==> src/rtl/axi_pat_pkg.sv <==
`timescale 1ns/1ps
package axi_pat_pkg;
  localparam logic [1:0] RESP_OKAY  = 2'b00;
  localparam logic [1:0] BURST_INCR = 2'b01;

  typedef enum logic [1:0] {PH_IDLE, PH_WRITE, PH_READ, PH_DONE} phase_e;
  typedef enum logic [1:0] {WE_IDLE, WE_ADDR, WE_DATA, WE_RESP} wr_state_e;
  typedef enum logic [1:0] {RE_IDLE, RE_ADDR, RE_DATA} rd_state_e;
endpackage

==> src/rtl/apt_write_eng.sv <==
`timescale 1ns/1ps
module apt_write_eng
  import axi_pat_pkg::*;
#(
  parameter int ADDR_W     = 30,
  parameter int DATA_W     = 128,
  parameter int BEATS      = 64,
  parameter int NUM_BURSTS = 4
) (
  input  logic              clk,
  input  logic              rst_n,
  input  logic              go,
  output logic              finished,
  output logic              err_inc,
  output logic [ADDR_W-1:0] awaddr,
  output logic              awvalid,
  input  logic              awready,
  output logic [DATA_W-1:0] wdata,
  output logic              wlast,
  output logic              wvalid,
  input  logic              wready,
  input  logic [1:0]        bresp,
  input  logic              bvalid,
  output logic              bready
);
  localparam int BEAT_W      = (BEATS > 1) ? $clog2(BEATS) : 1;
  localparam int BI_W        = (NUM_BURSTS > 1) ? $clog2(NUM_BURSTS) : 1;
  localparam int BURST_BYTES = BEATS * (DATA_W / 8);

  wr_state_e         st;
  logic [BEAT_W-1:0] beat;
  logic [BI_W-1:0]   burst;
  logic [ADDR_W-1:0] addr;
  logic [DATA_W-1:0] cnt;
  logic              last_beat, last_burst;

  assign last_beat  = (beat == BEAT_W'(BEATS - 1));
  assign last_burst = (burst == BI_W'(NUM_BURSTS - 1));

  always_ff @(posedge clk) begin
    if (!rst_n) begin
      st    <= WE_IDLE;
      beat  <= '0;
      burst <= '0;
      addr  <= '0;
      cnt   <= '0;
    end else begin
      case (st)
        WE_IDLE: if (go) begin
          st    <= WE_ADDR;
          addr  <= '0;
          burst <= '0;
          cnt   <= '0;
        end
        WE_ADDR: if (awready) begin
          st   <= WE_DATA;
          beat <= '0;
        end
        WE_DATA: if (wready) begin
          cnt  <= cnt + DATA_W'(1);
          beat <= beat + BEAT_W'(1);
          if (last_beat) st <= WE_RESP;
        end
        WE_RESP: if (bvalid) begin
          if (last_burst) begin
            st <= WE_IDLE;
          end else begin
            st    <= WE_ADDR;
            burst <= burst + BI_W'(1);
            addr  <= addr + ADDR_W'(BURST_BYTES);
          end
        end
        default: st <= WE_IDLE;
      endcase
    end
  end

  always_comb begin
    awvalid  = (st == WE_ADDR);
    awaddr   = addr;
    wvalid   = (st == WE_DATA);
    wdata    = cnt;
    wlast    = wvalid && last_beat;
    bready   = (st == WE_RESP);
    finished = bready && bvalid && last_burst;
    err_inc  = bready && bvalid && (bresp != RESP_OKAY);
  end
endmodule

==> src/rtl/apt_read_eng.sv <==
`timescale 1ns/1ps
module apt_read_eng
  import axi_pat_pkg::*;
#(
  parameter int ADDR_W     = 30,
  parameter int DATA_W     = 128,
  parameter int BEATS      = 64,
  parameter int NUM_BURSTS = 4
) (
  input  logic              clk,
  input  logic              rst_n,
  input  logic              go,
  output logic              finished,
  output logic [1:0]        err_inc,
  output logic [ADDR_W-1:0] araddr,
  output logic              arvalid,
  input  logic              arready,
  input  logic [DATA_W-1:0] rdata,
  input  logic [1:0]        rresp,
  input  logic              rlast,
  input  logic              rvalid,
  output logic              rready
);
  localparam int BEAT_W      = (BEATS > 1) ? $clog2(BEATS) : 1;
  localparam int BI_W        = (NUM_BURSTS > 1) ? $clog2(NUM_BURSTS) : 1;
  localparam int BURST_BYTES = BEATS * (DATA_W / 8);

  rd_state_e         st;
  logic [BEAT_W-1:0] beat;
  logic [BI_W-1:0]   burst;
  logic [ADDR_W-1:0] addr;
  logic [DATA_W-1:0] expect_q;
  logic              hs, last_beat, last_burst;
  logic              f_data, f_resp, f_last;

  assign last_beat  = (beat == BEAT_W'(BEATS - 1));
  assign last_burst = (burst == BI_W'(NUM_BURSTS - 1));

  always_ff @(posedge clk) begin
    if (!rst_n) begin
      st       <= RE_IDLE;
      beat     <= '0;
      burst    <= '0;
      addr     <= '0;
      expect_q <= '0;
    end else begin
      case (st)
        RE_IDLE: if (go) begin
          st       <= RE_ADDR;
          addr     <= '0;
          burst    <= '0;
          expect_q <= '0;
        end
        RE_ADDR: if (arready) begin
          st   <= RE_DATA;
          beat <= '0;
        end
        RE_DATA: if (rvalid) begin
          expect_q <= expect_q + DATA_W'(1);
          beat     <= beat + BEAT_W'(1);
          if (last_beat) begin
            if (last_burst) begin
              st <= RE_IDLE;
            end else begin
              st    <= RE_ADDR;
              burst <= burst + BI_W'(1);
              addr  <= addr + ADDR_W'(BURST_BYTES);
            end
          end
        end
        default: st <= RE_IDLE;
      endcase
    end
  end

  always_comb begin
    arvalid  = (st == RE_ADDR);
    araddr   = addr;
    rready   = (st == RE_DATA);
    hs       = rready && rvalid;
    f_data   = hs && (rdata != expect_q);
    f_resp   = hs && (rresp != RESP_OKAY);
    f_last   = hs && (rlast != last_beat);
    err_inc  = {1'b0, f_data} + {1'b0, f_resp} + {1'b0, f_last};
    finished = hs && last_beat && last_burst;
  end
endmodule

==> src/rtl/axi_pattern_tester.sv <==
`timescale 1ns/1ps
module axi_pattern_tester
  import axi_pat_pkg::*;
#(
  parameter int ADDR_W     = 30,
  parameter int DATA_W     = 128,
  parameter int BEATS      = 64,
  parameter int NUM_BURSTS = 4,
  parameter int ERR_W      = 16
) (
  input  logic                  clk,
  input  logic                  rst_n,
  input  logic                  start,
  output logic                  done,
  output logic                  pass,
  output logic [ERR_W-1:0]      err_count,
  output logic [ADDR_W-1:0]     awaddr,
  output logic [7:0]            awlen,
  output logic [2:0]            awsize,
  output logic [1:0]            awburst,
  output logic                  awvalid,
  input  logic                  awready,
  output logic [DATA_W-1:0]     wdata,
  output logic [DATA_W/8-1:0]   wstrb,
  output logic                  wlast,
  output logic                  wvalid,
  input  logic                  wready,
  input  logic [1:0]            bresp,
  input  logic                  bvalid,
  output logic                  bready,
  output logic [ADDR_W-1:0]     araddr,
  output logic [7:0]            arlen,
  output logic [2:0]            arsize,
  output logic [1:0]            arburst,
  output logic                  arvalid,
  input  logic                  arready,
  input  logic [DATA_W-1:0]     rdata,
  input  logic [1:0]            rresp,
  input  logic                  rlast,
  input  logic                  rvalid,
  output logic                  rready
);
  localparam int SIZE_CODE = $clog2(DATA_W / 8);

  phase_e           phase;
  logic             launch, busy;
  logic             wr_fin, rd_fin, wr_err;
  logic [1:0]       rd_err;
  logic [ERR_W:0]   err_sum;

  assign busy   = (phase == PH_WRITE) || (phase == PH_READ);
  assign launch = start && !busy;

  apt_write_eng #(
    .ADDR_W(ADDR_W), .DATA_W(DATA_W), .BEATS(BEATS), .NUM_BURSTS(NUM_BURSTS)
  ) u_wr (
    .clk(clk), .rst_n(rst_n), .go(launch), .finished(wr_fin), .err_inc(wr_err),
    .awaddr(awaddr), .awvalid(awvalid), .awready(awready),
    .wdata(wdata), .wlast(wlast), .wvalid(wvalid), .wready(wready),
    .bresp(bresp), .bvalid(bvalid), .bready(bready)
  );

  apt_read_eng #(
    .ADDR_W(ADDR_W), .DATA_W(DATA_W), .BEATS(BEATS), .NUM_BURSTS(NUM_BURSTS)
  ) u_rd (
    .clk(clk), .rst_n(rst_n), .go(wr_fin), .finished(rd_fin), .err_inc(rd_err),
    .araddr(araddr), .arvalid(arvalid), .arready(arready),
    .rdata(rdata), .rresp(rresp), .rlast(rlast), .rvalid(rvalid), .rready(rready)
  );

  always_ff @(posedge clk) begin
    if (!rst_n) begin
      phase <= PH_IDLE;
    end else begin
      case (phase)
        PH_IDLE, PH_DONE: if (launch) phase <= PH_WRITE;
        PH_WRITE:         if (wr_fin) phase <= PH_READ;
        PH_READ:          if (rd_fin) phase <= PH_DONE;
        default:          phase <= PH_IDLE;
      endcase
    end
  end

  assign err_sum = {1'b0, err_count} + (ERR_W + 1)'(wr_err) + (ERR_W + 1)'(rd_err);

  always_ff @(posedge clk) begin
    if (!rst_n || launch) begin
      err_count <= '0;
    end else if (err_sum[ERR_W]) begin
      err_count <= '1;
    end else begin
      err_count <= err_sum[ERR_W-1:0];
    end
  end

  always_comb begin
    done    = (phase == PH_DONE);
    pass    = done && (err_count == '0);
    awlen   = 8'(BEATS - 1);
    awsize  = 3'(SIZE_CODE);
    awburst = BURST_INCR;
    wstrb   = '1;
    arlen   = 8'(BEATS - 1);
    arsize  = 3'(SIZE_CODE);
    arburst = BURST_INCR;
  end
endmodule

==> config.mk <==
export PLATFORM = sky130hd
export DESIGN_NAME = axi_pattern_tester
export DESIGN_NICKNAME = d
export VERILOG_FILES = /design/src/rtl/axi_pat_pkg.sv /design/src/rtl/apt_write_eng.sv /design/src/rtl/apt_read_eng.sv /design/src/rtl/axi_pattern_tester.sv
export SDC_FILE = /design/constraint.sdc
export NUM_CORES = 1
export LEC_CHECK = 0
export ABC_AREA = 0
export CAP_MARGIN = 40
export CELL_PAD_IN_SITES_DETAIL_PLACEMENT = 0
export CELL_PAD_IN_SITES_GLOBAL_PLACEMENT = 2
export CORE_MARGIN = 3
export CORE_UTILIZATION = 30
export CTS_CLUSTER_SIZE = 12
export DETAILED_ROUTE_END_ITERATION = 16
export PLACE_DENSITY = 0.87
export SLEW_MARGIN = 0
export SYNTH_ARGS = -nofsm -noshare
export SYNTH_HDL_FRONTEND = slang
export SYNTH_SLANG_ARGS = --single-unit
==> constraint.sdc <==
create_clock -name clk -period 8.9 [get_ports clk]
set_input_delay 1.78 -clock clk [delete_from_list [all_inputs] [get_ports clk]]
set_output_delay 1.78 -clock clk [all_outputs]
set_load 0.01 [all_outputs]
After elaboration in Yosys (flattened, before gate mapping)
Index checks and enable logic that the tools add are counted.

Register bits: 354. Bits of input ports: 141. Logic and storage cells: 136.

$add $sub $neg: 12. Equal/unequal tests: 28. Muxes and demuxes: 47. Reductions and logical operators: 37.

Operator list (number): 128-bit 2-to-1 mux (4); 128-bit case mux with 2 select lines (2); 128-bit by 1-bit adder with 128-bit output (second input constant) (2); 30-bit 2-to-1 mux (7); 128-bit inequality test (1); 30-bit case mux with 2 select lines (2); 30-bit by 11-bit adder with 30-bit output (second input constant) (2); 2-bit 2-to-1 mux (18); 6-bit 2-to-1 mux (4); 6-bit case mux with 2 select lines (2); 16-bit by 1-bit adder with 17-bit output (1); 17-bit by 2-bit adder with 17-bit output (1); 16-bit zero test (1); 16-bit 2-to-1 mux (1); 3-bit AND reduction (5); 2-bit equality test (second input constant) (7); 2-bit by 1-bit inequality test with 1-bit output (second input constant) (7); 2-bit inequality test (second input constant) (7); 2-bit nonzero test (7); 6-bit by 1-bit adder with 6-bit output (second input constant) (2); 6-bit equality test (second input constant) (2); 1-bit logical AND (12); 2-bit case mux with 3 select lines (2); 5-bit AND reduction (2); 13 further kinds (23).

Logic depth before layout (Yosys ltp)
Gate-level depths: netlist of run 1.

Depth in word-level cells: 7. Mapped depth: 15. Gate-level depth less buffers: 13.

Modules after synthesis
Synthesis of run 1 repeated with hierarchy kept, for this count alone.

Cells, all modules: 2438. Area, all modules: 19428.6 um2.

By module, submodules not included: apt_read_eng (times used 1, cells an instance 1215, area an instance 9570.4 um2, seq. area each 3163.0 um2); apt_write_eng (times used 1, cells an instance 1064, area an instance 8506.9 um2, seq. area each 3163.0 um2); axi_pattern_tester (times used 1, cells an instance 159, area an instance 1351.3 um2, seq. area each 360.3 um2).

Worst setup path before layout of run 1
OpenSTA, ideal clock, no wires.

Kind: input -> register. From: in rdata[57]. To: reg err_count[10]. Setup time: 133 ps. Data arrival time: 4358 ps. Setup slack: 4410 ps. Stages: 14. Buffers on the path: 1. Cells stage by stage: xnor2_1 > nand4_1 > nor4_1 > nand4_1 > o21ai_0 > fa_1 > inv_1 > fa_1 > and4_1 > and3_1 > nor2b_1 > nand4_1 > clkbuf_1 > a21oi_1.

Word-level cells in the longest chain between the ends: 6.

RTL lines: start: declaration (line axi_pattern_tester.sv:37) `input logic [DATA_W-1:0] rdata,`; 128-bit inequality test (line apt_read_eng.sv:81) `f_data = hs && (rdata != expect_q);`; 1-bit logical AND (line apt_read_eng.sv:81); 1-bit by 1-bit adder with 2-bit output (line apt_read_eng.sv:84) `err_inc = {1'b0, f_data} + {1'b0, f_resp} + {1'b0, f_last};`; 2-bit by 1-bit adder with 2-bit output (line apt_read_eng.sv:84); 17-bit by 2-bit adder with 17-bit output (line axi_pattern_tester.sv:84) `assign err_sum = {1'b0, err_count} + (ERR_W + 1)'(wr_err) + (ERR_W + 1)'(rd_err);`; 16-bit 2-to-1 mux (line axi_pattern_tester.sv:89) `end else if (err_sum[ERR_W]) begin`; end signal: assignment (line axi_pattern_tester.sv:92) `err_count <= err_sum[ERR_W-1:0];`; end: declaration (line axi_pattern_tester.sv:16) `output logic [ERR_W-1:0] err_count,`.

No other way between the ends. A chain may end at the register's enable or synchronous reset.

Worst setup path after layout of run 1
From: in rdata[25]. To: reg err_count[9].

Same word-level chain as after synthesis.

==> results of run 1 <==
==> worst min-delay path, delay by kind of cell (launching register included) <==
kind	cells	cell delay, ns
DFF	1	0.31
AOI/OAI and AO/OA	1	0.06
and+or+nand+nor	1	0.05
==> kinds of logic (layout without fill, tap and decap cells) <==
family	Yosys count	after routing	share of synthesized area
buf+inv	227	489	0.0576
xor+xnor	361	361	0.166
flops	334	334	0.350
fa+ha+maj	19	19	0.0136
simple gates	1243	1243	0.346
compound gates	203	203	0.0619
mux	10	10	0.00524
other cells	2	62	0.000393
==> cell type report <==
type / instances / area, um2
repair buffers: 353 / 3500
clock buffers: 60 / 1210
fillers: 6446 / 38000
multi-input cells: 1898 / 11600
clock inverters: 14 / 145
well taps: 837 / 1050
inverters: 62 / 233
flip-flops and latches: 334 / 6690
==> state kept, by name, summed over array words and instances, names as in the netlist <==
name,count
err_count,16
phase,2
u_rd.araddr,20
u_rd.beat,6
u_rd.burst,2
u_rd.expect_q,128
u_rd.st,2
u_wr.awaddr,20
u_wr.beat,6
u_wr.burst,2
u_wr.st,2
u_wr.wdata,128
==> metal layers <==
metal | share of wire | track usage | vias to the layer above
met5 | 0.00054 | 0 | -
met1 | 0.43 | 0.293 | 9109
met3 | 0.082 | 0.0492 | 135
met2 | 0.45 | 0.349 | 775
li1 | - | - | 8999
met4 | 0.037 | 0.0841 | 6
==> power breakdown <==
part	switching [W]	leakage, nW	internal, W
Sequential	0.0000101	2.69	0.00150
Clock	0.000702	0.671	0.00101
Combinational	0.000251	3.78	0.000149
Total	0.000962	7.14	0.00266
==> metrics by stage <==
step	power, W	setup WS [ns]	instances	hold slack (ns)	utilization
floorplan	0.00179	4.41	2459	0.445	-
global placement	0.00193	2.09	3475	0.450	0.368
detailed placement	0.00194	2.61	3483	0.459	0.369
CTS	0.00367	3.19	3557	0.467	0.391
global route	0.00376	2.95	3558	0.514	0.391
finish	0.00362	3.17	3558	0.461	0.391
==> final timing paths <==
check,slack (ns),depth (start not counted),endpoint
worst max-delay path,3.17,15,err_count[9]
worst min-delay path,0.46,2,u_rd.burst[1]
worst max register to register,4.39,12,err_count[9]
worst min register to register,0.46,2,u_rd.burst[1]
==> layout by cell type, fill, tap and decap left out, types with 88 or more instances in the layout <==
| cell | instances |
|---|---|
| sky130_fd_sc_hd__dfxtp_1 | 334 |
| sky130_fd_sc_hd__nand3_1 | 157 |
| sky130_fd_sc_hd__xor2_1 | 88 |
| sky130_fd_sc_hd__xnor2_1 | 273 |
| sky130_fd_sc_hd__clkdlybuf4s50_1 | 332 |
| sky130_fd_sc_hd__nor2_1 | 294 |
| sky130_fd_sc_hd__nand4_1 | 177 |
| sky130_fd_sc_hd__nor4_1 | 114 |
| sky130_fd_sc_hd__nand2_1 | 168 |
| sky130_fd_sc_hd__nor3_1 | 92 |
==> flow_summary.json, run 1 <==
{
  "design.die.area_um2": 66700,
  "rsz_0062_raised_after_global_routing": "no",
  "critical_path_peak_fanout": 13,
  "peakVddDrop_mv": 0.126,
  "worst-endpoint-arrival_ns": 6.17,
  "synth_enable_flop_cells": 0,
  "grt-ovfl-total": 0,
  "timing.critical_path.slowest_stage_cell": "sky130_fd_sc_hd__xnor2_1",
  "total_grt_usage": 0.220,
  "cp-end-kind": "register",
  "fp-row-count": 91,
  "worst_skew_pair_later_pin_latency_ns": 0.58,
  "critPathTopFamily": "simple AND/OR/NAND/NOR gates",
  "path_class": "in2reg",
  "port_buffers": 332,
  "period_needed_ns": 5.73,
  "postSynth.asyncResetShare": 0,
  "final_min_period_over_clock_period": 0.644,
  "synth_most_common_cell": "sky130_fd_sc_hd__dfxtp_1",
  "most_frequent_cells_after_synthesis": "sky130_fd_sc_hd__dfxtp_1 (334), sky130_fd_sc_hd__nor2_1 (294), sky130_fd_sc_hd__xnor2_1 (273), sky130_fd_sc_hd__nand4_1 (177), sky130_fd_sc_hd__nand2_1 (168)",
  "cts_inserted_buffers": 42,
  "antenna_violation_net_count_after_detailed_routing": 0,
  "start_util": 0.306,
  "route.detailed.vias_per_inst": 5.35,
  "timing.max_cap.violations": 0,
  "drive_gt1_frac": 0.0452,
  "drt-total-wl_mm": 76.4,
  "post-route-cell-area_um2": 24400,
  "finalMaxSlewViolations": 0,
  "drt-wirelength-per-cell_um": 21.5,
  "cts_hold_buf": 0,
  "largest_cells_by_area_after_synthesis": "sky130_fd_sc_hd__dfxtp_1 (35%), sky130_fd_sc_hd__xnor2_1 (13%), sky130_fd_sc_hd__nand4_1 (5.8%), sky130_fd_sc_hd__nor2_1 (5.8%), sky130_fd_sc_hd__nand3_1 (4.1%)",
  "synth_area_leader_cell": "sky130_fd_sc_hd__dfxtp_1",
  "critical-path-top-cell-by-count": "sky130_fd_sc_hd__nand4_1",
  "total_leakage_power_nw": 7.14,
  "cts_num_sinks": 334,
  "mapped_avg_cell_area_um2": 7.96,
  "placed_inst_area_um2": 23000,
  "number_of_global_route_vias_before_repair": 18300,
  "postSynthCellCount": 2399,
  "design.core.area_um2": 62400,
  "floorplan.die.height_um": 258,
  "routabilityCongestion": 0.980,
  "post_synth_num_cell_types": 63,
  "antenna_cells": 0,
  "cts.path.max_buffers": 3,
  "total_via_count_after_detailed_routing": 19000,
  "root_buffer_cell": "sky130_fd_sc_hd__clkbuf_16",
  "final_nets": 2851,
  "post-synth-top-area-fraction": 0.350,
  "worst_ep_required_time_ns": 9.34,
  "layout-area-overhead-vs-synth_pct": 27.7,
  "cts_tree": "built",
  "synth-warning-count": 0,
  "synthesis.area_um2": 19100,
  "crit_buf_inv": 3,
  "run_status": "finished, final reports clean",
  "fp.dieW_um": 258,
  "tightestPinTransition_ns": 0.912,
  "dp_hpwl_mm": 58.6,
  "dominantRegCellSynth": "sky130_fd_sc_hd__dfxtp_1",
  "final_hold_viol_count": 0,
  "achievable-frequency_mhz": 174,
  "cpPeakStageDelay_ns": 0.59,
  "timing.hold.worst.start": "u_rd.burst[1]",
  "cts_resized": 0,
  "slew-limit-headroom": 0.387,
  "io_pins": 395,
  "seq_cells_post_synth": 334,
  "cp_cell_sequence": "clkdlybuf4s50_1, xnor2_1, nand4_1, nor4_1, nand4_1, o21ai_0, buf_2, fa_1, inv_1, fa_1, and4_1, and3_1, nor2b_1, nand4_1, a21oi_1",
  "final.setup_skew_ns": 0.0355,
  "grt_first_pass_wirelength_mm": 115,
  "drt_iter0_drc": 1457,
  "grt_antenna_before_repair": 4,
  "postCtsSetupRepairBufs": 0,
  "timing.final.setup_violations": 0,
  "timing.hold.worst.class": "reg2reg",
  "grt_max_degree": 63,
  "power_per_cell_area_nw_per_um2": 149,
  "drc": 0,
  "synth.yosys.seq_area_share": 0.350,
  "drt_pre_antenna_iters": 5,
  "clk_pin_slew_ns": 0.06,
  "cts_htree_levels": 2,
  "tns_ns": 0,
  "timing.critical_path.from": "rdata[25]",
  "rr_startpoint": "u_rd.st[0]",
  "crit_path_start_kind": "input port"
}
No activity file was read; power rests on OpenSTA's default activity.
==> run 2: changes to the inputs <==
- clock period: 8.9 -> 5.79 ns (I/O delays scaled with it)
==> flow_summary.json, run 2 (synthesized netlist as in run 1, its figures left out) <==
{
  "run_status": "finished, final reports clean",
  "routabilityCongestion": 1.05,
  "cts_num_sinks": 334,
  "drt-wirelength-per-cell_um": 21.6,
  "finalMaxSlewViolations": 0,
  "drt_pre_antenna_iters": 7,
  "fp-row-count": 91,
  "finish.cell_count_without_fillers": 3571,
  "cts_htree_levels": 2,
  "path_class": "in2reg",
  "final_nets": 2861,
  "worst_slack_ns": 1.01,
  "total_grt_usage": 0.223,
  "grt_first_pass_wirelength_mm": 116,
  "reg2regPathDepth": 15,
  "dpl_worst_slack_ns": 0.503,
  "number_of_global_route_vias_before_repair": 18500,
  "critical_path_peak_fanout": 13,
  "grt_max_degree": 124,
  "timing.max_cap.violations": 0,
  "root_buffer_cell": "sky130_fd_sc_hd__clkbuf_16",
  "drt_iter0_drc": 1314,
  "route.top_layer_used": "met5",
  "timing.final.setup_violations": 0,
  "grt-ovfl-total": 0,
  "tightestPinTransition_ns": 0.884,
  "cts_resized": 0,
  "slew-limit-headroom": 0.406,
  "tns_ns": 0,
  "drc": 0,
  "drive_gt1_frac": 0.0527,
  "timing.critical_path.from": "rdata[25]",
  "fp.dieW_um": 258,
  "placed_inst_area_um2": 23100,
  "power_per_cell_area_nw_per_um2": 242,
  "route.met3.wl_mm": 5.89,
  "post-route-cell-area_um2": 24700,
  "total_via_count_after_detailed_routing": 19100,
  "postCtsSetupRepairBufs": 0,
  "met2_length_mm": 34.6,
  "wirelength_met1_mm": 34.0,
  "grt_antenna_before_repair": 3,
  "floorplan.die.height_um": 258,
  "peakVddDrop_mv": 0.200,
  "cts.path.max_buffers": 3,
  "final.setup_skew_ns": 0.0317,
  "final_min_period_over_clock_period": 0.825,
  "clk_pin_slew_ns": 0.05,
  "antenna_cells": 0,
  "dp_hpwl_mm": 59.2,
  "design.core.area_um2": 62400,
  "worst_skew_pair_later_pin_latency_ns": 0.59,
  "drt-total-wl_mm": 77.0,
  "cp-end-kind": "register",
  "start_util": 0.306,
  "rr_startpoint": "u_rd.expect_q[25]",
  "total_leakage_power_nw": 7.33,
  "io_pins": 395,
  "design.die.area_um2": 66700,
  "period_needed_ns": 4.78,
  "cts_inserted_buffers": 44,
  "crit_path_start_kind": "input port",
  "final_hold_viol_count": 0,
  "route.detailed.vias_per_inst": 5.34,
  "layout.cells.most_common": "sky130_fd_sc_hd__dfxtp_1",
  "achievable-frequency_mhz": 209,
  "cts_hold_buf": 0,
  "rsz_0062_raised_after_global_routing": "no",
  "post-place-cells": 3492,
  "timing.rr.end": "err_count[1]",
  "port_buffers": 332,
  "multi_input_area_um2": 11600,
  "cts_tree": "built",
  "setup.worst_path.end": "err_count[1]",
  "worst_ep_required_time_ns": 6.22,
  "layout-area-overhead-vs-synth_pct": 29.4,
  "worst-endpoint-arrival_ns": 5.21,
  "layout_common_cells": "sky130_fd_sc_hd__dfxtp_1 (334), sky130_fd_sc_hd__clkdlybuf4s50_1 (332), sky130_fd_sc_hd__nor2_1 (294)",
  "antenna_violation_net_count_after_detailed_routing": 0,
  "register_area_um2": 6690,
  "filler_cell_count": 6481,
  "timing.hold.worst.class": "reg2reg",
  "reg2reg_setup_slack_ns": 1.74
}
run 2: metrics by stage:
| step | total power, W | util | hold WS (ns) |
|---|---|---|---|
| after global placement | 0.00298 | 0.370 | 0.453 |
| after detailed placement | 0.00299 | 0.370 | 0.474 |
| final | 0.00599 | 0.396 | 0.478 |
| after CTS | 0.00607 | 0.396 | 0.482 |
| after floorplan | 0.00275 | - | 0.445 |
| after global routing | 0.00621 | 0.396 | 0.501 |
run 2: report_power, final:
part / switching (W) / total, W / leakage (nW) / internal [W]
Sequential: 0.0000157 / 0.00233 / 2.69 / 0.00231
Clock: 0.00113 / 0.00306 / 0.805 / 0.00193
Combinational: 0.000381 / 0.000611 / 3.83 / 0.000230
Total: 0.00153 / 0.00599 / 7.33 / 0.00447
run 2: critical path, stage by stage:
cell	delay, ns
sky130_fd_sc_hd__clkdlybuf4s50_1	0.47
sky130_fd_sc_hd__xnor2_1	0.46
sky130_fd_sc_hd__nand4_1	0.15
sky130_fd_sc_hd__nor4_1	0.59
sky130_fd_sc_hd__nand4_1	0.18
sky130_fd_sc_hd__o21ai_0	0.32
sky130_fd_sc_hd__buf_4	0.22
sky130_fd_sc_hd__fa_1	0.21
sky130_fd_sc_hd__inv_1	0.06
sky130_fd_sc_hd__fa_1	0.43
sky130_fd_sc_hd__and4_1	0.20
sky130_fd_sc_hd__and3_1	0.22
sky130_fd_sc_hd__nor2b_1	0.18
sky130_fd_sc_hd__nand4_1	0.14
sky130_fd_sc_hd__buf_12	0.15
sky130_fd_sc_hd__a21oi_1	0.07
run 2: how the worst min path moves through the flow:
stage,from,endpoint,slack [ns],cells after the start
after floorplan,u_wr.burst[1],u_wr.burst[1],0.44,2
after global placement,u_wr.burst[1],u_wr.burst[1],0.45,2
after detailed placement,u_rd.burst[1],u_rd.burst[1],0.47,2
after CTS,u_rd.burst[1],u_rd.burst[1],0.48,2
after global routing,u_rd.burst[1],u_rd.burst[1],0.50,2
final,u_rd.burst[1],u_rd.burst[1],0.48,2
run 2: per-layer routing:
metal	vias to the layer above	track usage
met3	125	0.0406
met5	-	0
met2	715	0.356
li1	9037	-
met1	9194	0.303
met4	6	0.0749
run 2: layout make-up:
type,instances,share of cell area
Clock buffer,56,0.0504
Multi-Input combinational cell,1898,0.468
Clock inverter,23,0.0152
Sequential cell,334,0.270
Tap cell,837,0.0423
Timing Repair Buffer,361,0.144
Inverter,62,0.00941
